**src/rtl/kva_pkg.sv**
```systemverilog
package kva_pkg;
  typedef enum logic [2:0] {
    SEG_USER = 3'd0,
    SEG_K0   = 3'd1,
    SEG_K1   = 3'd2,
    SEG_KS   = 3'd3,
    SEG_K3   = 3'd4
  } seg_e;

  typedef struct packed {
    seg_e seg;
    logic mapped;
    logic cached;
    logic err;
  } cls_t;
endpackage

```
**src/rtl/kva_mode_chk.sv**
```systemverilog
module kva_mode_chk (
  input  logic [1:0] st_ksu,
  input  logic       st_exl,
  input  logic       st_erl,
  input  logic       st_kx,
  output logic       err
);
  logic priv;

  always_comb begin
    priv = (st_ksu == 2'b00) | st_exl | st_erl;
    err  = ~priv | st_kx;
  end
endmodule

```
**src/rtl/kva_seg_class.sv**
```systemverilog
module kva_seg_class
  import kva_pkg::*;
#(
  parameter int          K0_W   = 3,
  parameter logic [2:0]  K0_UNC = 3'b010
) (
  input  logic [2:0]      va_hi,
  input  logic            st_erl,
  input  logic            err,
  input  logic [K0_W-1:0] cfg_k0,
  output cls_t            cls
);
  always_comb begin
    cls = '0;
    cls.err = err;
    unique casez (va_hi)
      3'b0??:  cls.seg = SEG_USER;
      3'b100:  cls.seg = SEG_K0;
      3'b101:  cls.seg = SEG_K1;
      3'b110:  cls.seg = SEG_KS;
      default: cls.seg = SEG_K3;
    endcase
    if (!err) begin
      case (cls.seg)
        SEG_USER: cls.mapped = ~st_erl;
        SEG_K0:   cls.cached = (cfg_k0 != K0_W'(K0_UNC));
        SEG_KS,
        SEG_K3:   cls.mapped = 1'b1;
        default:  cls.mapped = 1'b0;
      endcase
    end
  end
endmodule

```
**src/rtl/kva_xlate.sv**
```systemverilog
module kva_xlate
  import kva_pkg::*;
#(
  parameter int VA_W   = 32,
  parameter int ASID_W = 8
) (
  input  logic [VA_W-1:0]        vaddr,
  input  logic [ASID_W-1:0]      asid,
  input  cls_t                   cls,
  output logic [VA_W-1:0]        paddr,
  output logic [ASID_W+VA_W-1:0] tag
);
  localparam int WIN_W = VA_W - 3;

  always_comb begin
    paddr = '0;
    tag   = '0;
    if (!cls.err) begin
      if (cls.mapped) begin
        tag = {asid, vaddr};
      end else begin
        case (cls.seg)
          SEG_USER:      paddr = vaddr;
          SEG_K0, SEG_K1: paddr = {3'b000, vaddr[WIN_W-1:0]};
          default:       paddr = '0;
        endcase
      end
    end
  end
endmodule

```
**src/rtl/kva_seg_decode.sv**
```systemverilog
module kva_seg_decode
  import kva_pkg::*;
#(
  parameter int         VA_W   = 32,
  parameter int         ASID_W = 8,
  parameter int         K0_W   = 3,
  parameter logic [2:0] K0_UNC = 3'b010
) (
  input  logic                   clk,
  input  logic                   rst_n,
  input  logic                   req_vld,
  input  logic [VA_W-1:0]        vaddr,
  input  logic [1:0]             st_ksu,
  input  logic                   st_exl,
  input  logic                   st_erl,
  input  logic                   st_kx,
  input  logic [ASID_W-1:0]      asid,
  input  logic [K0_W-1:0]        cfg_k0,
  output logic                   out_vld,
  output logic [2:0]             out_seg,
  output logic                   out_mapped,
  output logic                   out_cached,
  output logic [VA_W-1:0]        out_paddr,
  output logic [ASID_W+VA_W-1:0] out_tag,
  output logic                   out_err
);
  localparam int TAG_W = ASID_W + VA_W;

  logic             err_w;
  cls_t             cls_w;
  logic [VA_W-1:0]  paddr_w;
  logic [TAG_W-1:0] tag_w;

  kva_mode_chk u_mode (
    .st_ksu (st_ksu),
    .st_exl (st_exl),
    .st_erl (st_erl),
    .st_kx  (st_kx),
    .err    (err_w)
  );

  kva_seg_class #(.K0_W(K0_W), .K0_UNC(K0_UNC)) u_class (
    .va_hi  (vaddr[VA_W-1 -: 3]),
    .st_erl (st_erl),
    .err    (err_w),
    .cfg_k0 (cfg_k0),
    .cls    (cls_w)
  );

  kva_xlate #(.VA_W(VA_W), .ASID_W(ASID_W)) u_xlate (
    .vaddr (vaddr),
    .asid  (asid),
    .cls   (cls_w),
    .paddr (paddr_w),
    .tag   (tag_w)
  );

  // output register stage: next-state logic
  logic             vld_q, vld_d;
  cls_t             cls_q, cls_d;
  logic [VA_W-1:0]  pa_q, pa_d;
  logic [TAG_W-1:0] tag_q, tag_d;

  always_comb begin
    vld_d = req_vld;
    cls_d = cls_q;
    pa_d  = pa_q;
    tag_d = tag_q;
    if (req_vld) begin
      cls_d = cls_w;
      pa_d  = paddr_w;
      tag_d = tag_w;
    end
  end

  always_ff @(posedge clk or negedge rst_n) begin
    if (!rst_n) begin
      vld_q <= 1'b0;
      cls_q <= '0;
      pa_q  <= '0;
      tag_q <= '0;
    end else begin
      vld_q <= vld_d;
      cls_q <= cls_d;
      pa_q  <= pa_d;
      tag_q <= tag_d;
    end
  end

  assign out_vld    = vld_q;
  assign out_seg    = cls_q.seg;
  assign out_mapped = cls_q.mapped;
  assign out_cached = cls_q.cached;
  assign out_err    = cls_q.err;
  assign out_paddr  = pa_q;
  assign out_tag    = tag_q;
endmodule

```
**config.mk**
```make
export PLATFORM = sky130hd
export DESIGN_NAME = kva_seg_decode
export DESIGN_NICKNAME = d
export VERILOG_FILES = /design/src/rtl/kva_pkg.sv /design/src/rtl/kva_mode_chk.sv /design/src/rtl/kva_seg_class.sv /design/src/rtl/kva_xlate.sv /design/src/rtl/kva_seg_decode.sv
export SDC_FILE = /design/constraint.sdc
export NUM_CORES = 1
export LEC_CHECK = 0
export ABC_AREA = 1
export BUFFER_PORTS_ARGS = -buffer_cell sky130_fd_sc_hd__buf_2
export CORE_MARGIN = 5
export CORE_UTILIZATION = 48
export CTS_CLUSTER_DIAMETER = 80
export DETAILED_ROUTE_END_ITERATION = 7
export GPL_TIMING_DRIVEN = 0
export PLACE_DENSITY_LB_ADDON = 0.1
export SYNTH_ARGS = -nofsm -noshare
export SYNTH_HDL_FRONTEND = slang
export SYNTH_SLANG_ARGS = --single-unit
```
**constraint.sdc**
```tcl
create_clock -name clk -period 1 [get_ports clk]
set_clock_uncertainty 0.15 [all_clocks]
set_input_delay 0.05 -clock clk [delete_from_list [all_inputs] [get_ports clk]]
set_output_delay 0.05 -clock clk [all_outputs]
set_load 0.03 [all_outputs]
```
After elaboration in Yosys (flattened, before gate mapping) --
Index checks and enable logic that the tools add are counted. W data, S select, Z words.
Operators by class: bitwise operators 6, muxes and demuxes 9, equality and inequality tests 8, reduce and logical (&&, ||, !) cells 4
Operators by type and width (count):
- $mux W40 | 2
- $mux W32 | 2
- $pmux W32 S2 | 1
- $eq A3 B3 Y1 const B | 4
- $pmux W3 S4 | 1
- $eq A3 B2 Y1 const B | 2
- $reduce_or A2 Y1 | 2
- $eq A3 B1 Y1 const B | 1
- $logic_not A3 Y1 | 1
- $ne A3 B2 Y1 const B | 1
- $not A1 Y1 | 3
- $or A1 B1 Y1 | 3
- $logic_not A2 Y1 | 1
- $mux W2 | 1
- $pmux W1 S2 | 1
- $mux W1 | 1
Word-level totals: word-level logic and storage cells 34, register bits after elaboration 79, input port bits 51

Depth between registers and ports, before layout --
depth in word-level cells 8, mapped depth 7, mapped depth without buffers 5

Cells and area by module --
Synthesis repeated with hierarchy kept, for this count alone.
Unflattened totals: cell total of the unflattened synthesis 521, area total of the unflattened synthesis 3910.0 um^2
By module, submodules not included:
- kva_seg_decode | cells an instance 331, area an instance 2970.3 um^2, instances 1, sequential area each 1976.9 um^2
- kva_xlate | cells an instance 166, area an instance 837.1 um^2, instances 1, sequential area each 0.0 um^2
- kva_seg_class | cells an instance 17, area an instance 76.3 um^2, instances 1, sequential area each 0.0 um^2
- kva_mode_chk | cells an instance 7, area an instance 26.3 um^2, instances 1, sequential area each 0.0 um^2

Worst setup path after synthesis --
No wires, ideal clock.
path kind flip-flop to flip-flop, start point register out_cached (netlist name), end point register cls_q (netlist bit out_cached), path slack 0.014 ns, path buffers 0, arrival 0.712 ns, period minus slack after synthesis 0.986 ns, cell stages (with the launch flop) 4, required time 0.726 ns, library setup time 0.124 ns, cell sequence dfrtp_1 inv_1 nor2_1 o21bai_1
RTL lines:
- to (signal assigned) | RTL line kva_seg_decode.sv:84 | cls_q <= cls_d;
- to (decl) | RTL line kva_seg_decode.sv:60 | cls_t cls_q, cls_d;

Worst setup path after layout --
start point register tag_q[18] (netlist: out_tag[18]), end point output out_tag[18]
RTL lines:
- from (decl) | RTL line kva_seg_decode.sv:62 | logic [TAG_W-1:0] tag_q, tag_d;
- from (signal assigned) | RTL line kva_seg_decode.sv:86 | tag_q <= tag_d;
- to (decl) | RTL line kva_seg_decode.sv:24 | output logic [ASID_W+VA_W-1:0] out_tag,
No word-level cell between the ends.

==> impl_metrics.tcl <==
set metrics [dict create \
    synth_area_um2 3330 \
    final_layout_size_suffix_gt1_share_pct 37.1 \
    ys.warnings.count 0 \
    global_route_wire_length_before_repair_um 18400 \
    cts_htree_levels 3 \
    place.gp.congestion 0.789 \
    finalWirelength_um 12100 \
    net_switching_power_w 0.00231 \
    final_net_count 644 \
    synth_top_cell_by_area "dfrtp_1" \
    sw_frac_of_total_pct 28.7 \
    pwr_dens_nw_per_um2 1420 \
    ff2ff_setup_slack_ps -50 \
    postLayoutSetupSlackWorst_ps -125 \
    crit_required_ps 800 \
    postSynthRegisterBits 79 \
    floorplan.initialDensity_pct 49.3 \
    rsz0062_at_grt "true" \
    routed_via_density 5.48 \
    reg2reg_from "out_paddr[25]$_DFFE_PN0P_" \
    crit_arrival_ps 920 \
    path_buf_inv 1 \
    clock_path_buffers 2 \
    slew-limit-headroom_pct 65.1 \
    critPathCaptureType "output pin" \
    numCtsBuffers 9 \
    synthTopCellsByCount "152 x nand2_1, 79 x dfrtp_1, 71 x nand4_1" \
    yosys_most_used_dff "dfrtp_1" \
    number_of_enable_type_register_cells_in_the_synthesized_netlist 0 \
    globalRouteOverflowTotal 0 \
    leakagePower_nw 3.13 \
    netlist_top_cells_area "dfrtp_1 59%, nand2_1 17%, nand4_1 13%, buf_2 2.7%, buf_6 2.4%" \
    final_core_utilization_pct 83.6 \
    criticalPathCategory "reg -> out" \
    grt_pass1_vias 3736 \
    floorplan.die_area_um2 8710 \
    cts_num_sinks 79 \
    clk_transition_reported_paths_ps 90 \
    run_status "finished, violations left" \
    share_clk_of_total_power_pct 33.5 \
    worst_slew_pin_slew_ps 523 \
    synth_area_per_inst_um2 9.20 \
    initial_antenna_violation_count 0 \
    synth_largest_type_area_fraction_pct 59.3 \
    fmaxAchievable_mhz 889 \
    timing.rr.end "out_paddr[25]$_DFFE_PN0P_" \
    first_iter_violations 266 \
    gr-usage-all-layers_pct 27.0 \
    die_w_um 93.3 \
    worst_path_largest_cell_delay_ps 410 \
    vdd_drop_max_uv 934 \
    hpwlAfterDp_um 6630 \
    antenna-diode-count 0 \
    syn2layout_area_growth_pct 69.6 \
    grt_start_max_net_pins 41 \
    post_route_worst_hold_slack_ps -478 \
    critPathMaxFanout 2 \
    timing.reg2reg.worst_path_depth 4 \
    tritoncts "built" \
    ioPinCount 130 \
    postSynthCellCount 362 \
    path_type_of_the_worst_min_delay_path "in -> async" \
    detailed_route_drc_error_count 0 \
    final.period_utilization_pct 112 \
    finalHoldViolations 81 \
    worstSkewPairLatency_ps 350 \
    cpMaxStageDelayCell "dfrtp_1" \
    maxCapViolCount 0 \
    internal-power_w 0.00573 \
    period_minus_slack_ps 1120 \
    postSynth.asyncResetShare_pct 100 \
    dr.pass1.iters 4 \
    critical_path.top_delay_family "flip-flops" \
    final_antenna_net_count 0 \
    worst_setup_path_start_kind "register" \
    vias 3713 \
    finalSetupViolCount 91 \
    port_buffers 128 \
    filler_cell_count 371 \
    die_y_um 93.3 \
    coreArea_um2 6760 \
    yosysMostFrequentCell "nand2_1" \
    combinationalPowerShare_pct 22.7 \
    placementRows 30 \
    crit_path_cell_trace "buf_6" \
    power.sequential.fraction_pct 43.7 \
    synthesis.nets 413 \
    violations "hold timing, setup timing" \
    synth_cell_types 16 \
    yosysSeqAreaShare_pct 59.3 \
    drv_slew 0 \
    cts_root_buffer "clkbuf_8" \
    drt-wirelength-per-cell_um 17.9 \
]
[logic make-up (layout without fill, tap and decap cells)]
family                 count (synthesis)  in the layout  share of synthesized area (%)
AND/OR/NAND/NOR                      235            235                           32.4
flip-flops                            79             79                           59.3
buffers and inverters                 40            276                           6.98
AO/OA/AOI/OAI                          8              8                           1.28
[metal layers]
metal	GRT usage [%]	part of all wire, %	up-vias
met4	10.1	2.8	0
met2	45.1	51	221
li1	-	-	1674
met3	6.03	8.0	31
met1	34.1	38	1787
met5	0	0	-
[cells in the final DEF, fill, tap and decap left out]
| cell type | n |
|---|---|
| o21ai_0 | 3 |
| dlygate4sd3_1 | 44 |
| nand2_2 | 4 |
| nor2_1 | 7 |
| buf_12 | 1 |
| nand4_1 | 71 |
| inv_1 | 9 |
| nand3_1 | 3 |
| nor2_4 | 1 |
| clkinv_2 | 1 |
| o21ai_1 | 3 |
| clkbuf_1 | 5 |
| buf_6 | 90 |
| o21bai_1 | 1 |
| dlymetal6s4s_1 | 2 |
| inv_2 | 1 |
| clkbuf_8 | 11 |
| a21oi_1 | 1 |
| buf_2 | 65 |
| bufinv_16 | 2 |
| nor2_8 | 1 |
| nand2_1 | 148 |
| buf_4 | 45 |
| dfrtp_1 | 79 |
[state kept, by name, summed over array words and instances, names as in the netlist]
signal      cells
out_seg         3
out_vld         1
out_cached      1
out_paddr      32
out_err         1
out_tag        40
out_mapped      1
[metrics by stage]
stage | total power, W | setup TNS, ps | setup slack (ps) | instance area, µm² | instances
after global placement | 0.00476 | -81210 | -852 | 4070 | 570
final | 0.00804 | -8260 | -125 | 5650 | 678
after global routing | 0.00834 | -10370 | -150 | 5650 | 678
after floorplan | 0.00426 | 0 | 14.4 | 3330 | 362
after CTS | 0.00791 | -7580 | -115 | 5460 | 658
after detailed placement | 0.00479 | -15900 | -246 | 4100 | 571
[power by group through the flow]
stage | combinational (W) | clock [W] | sequential [W]
after floorplan | 0.000384 | 0 | 0.00388
after global routing | 0.00194 | 0.00286 | 0.00353
final | 0.00183 | 0.00270 | 0.00352
after CTS | 0.00171 | 0.00270 | 0.00350
after global placement | 0.00124 | 0 | 0.00352
after detailed placement | 0.00127 | 0 | 0.00352
[timing repair]
item | in CTS | in global routing
hold buffers | 46 | 1
gates resized for setup | 158 | 15
hold endpoints to repair | 157 | 46
setup endpoints to repair | 79 | 85
pin swaps | 0 | 9
setup buffers | 25 | 20
[worst max-delay path by stage]
stage                                  start  slack (ps)  depth (start not counted)                        end
finish               out_tag[18]$_DFFE_PN0P_        -120                          1                out_tag[18]
global route        out_paddr[7]$_DFFE_PN0P_        -150                          1               out_paddr[7]
CTS                 out_paddr[7]$_DFFE_PN0P_        -110                          1               out_paddr[7]
detailed placement                   req_vld        -250                          6    out_tag[38]$_DFFE_PN0P_
global placement                       rst_n        -850                          1  out_paddr[13]$_DFFE_PN0P_
floorplan             out_cached$_DFFE_PN0P_          10                          3     out_cached$_DFFE_PN0P_
[layout make-up]
type | count | area [µm²] | share of cell area, %
buffer | 30 | 195 | 3.45
clock buffer | 13 | 159 | 2.81
clock inverter | 3 | 65.1 | 1.15
inverter | 10 | 37.5 | 0.664
multi-input combinational | 243 | 1140 | 20.2
sequential | 79 | 1980 | 35.0
tap | 80 | 100 | 1.77
timing repair buffer | 220 | 1980 | 35.0
Power figures use the tool's default switching activity.
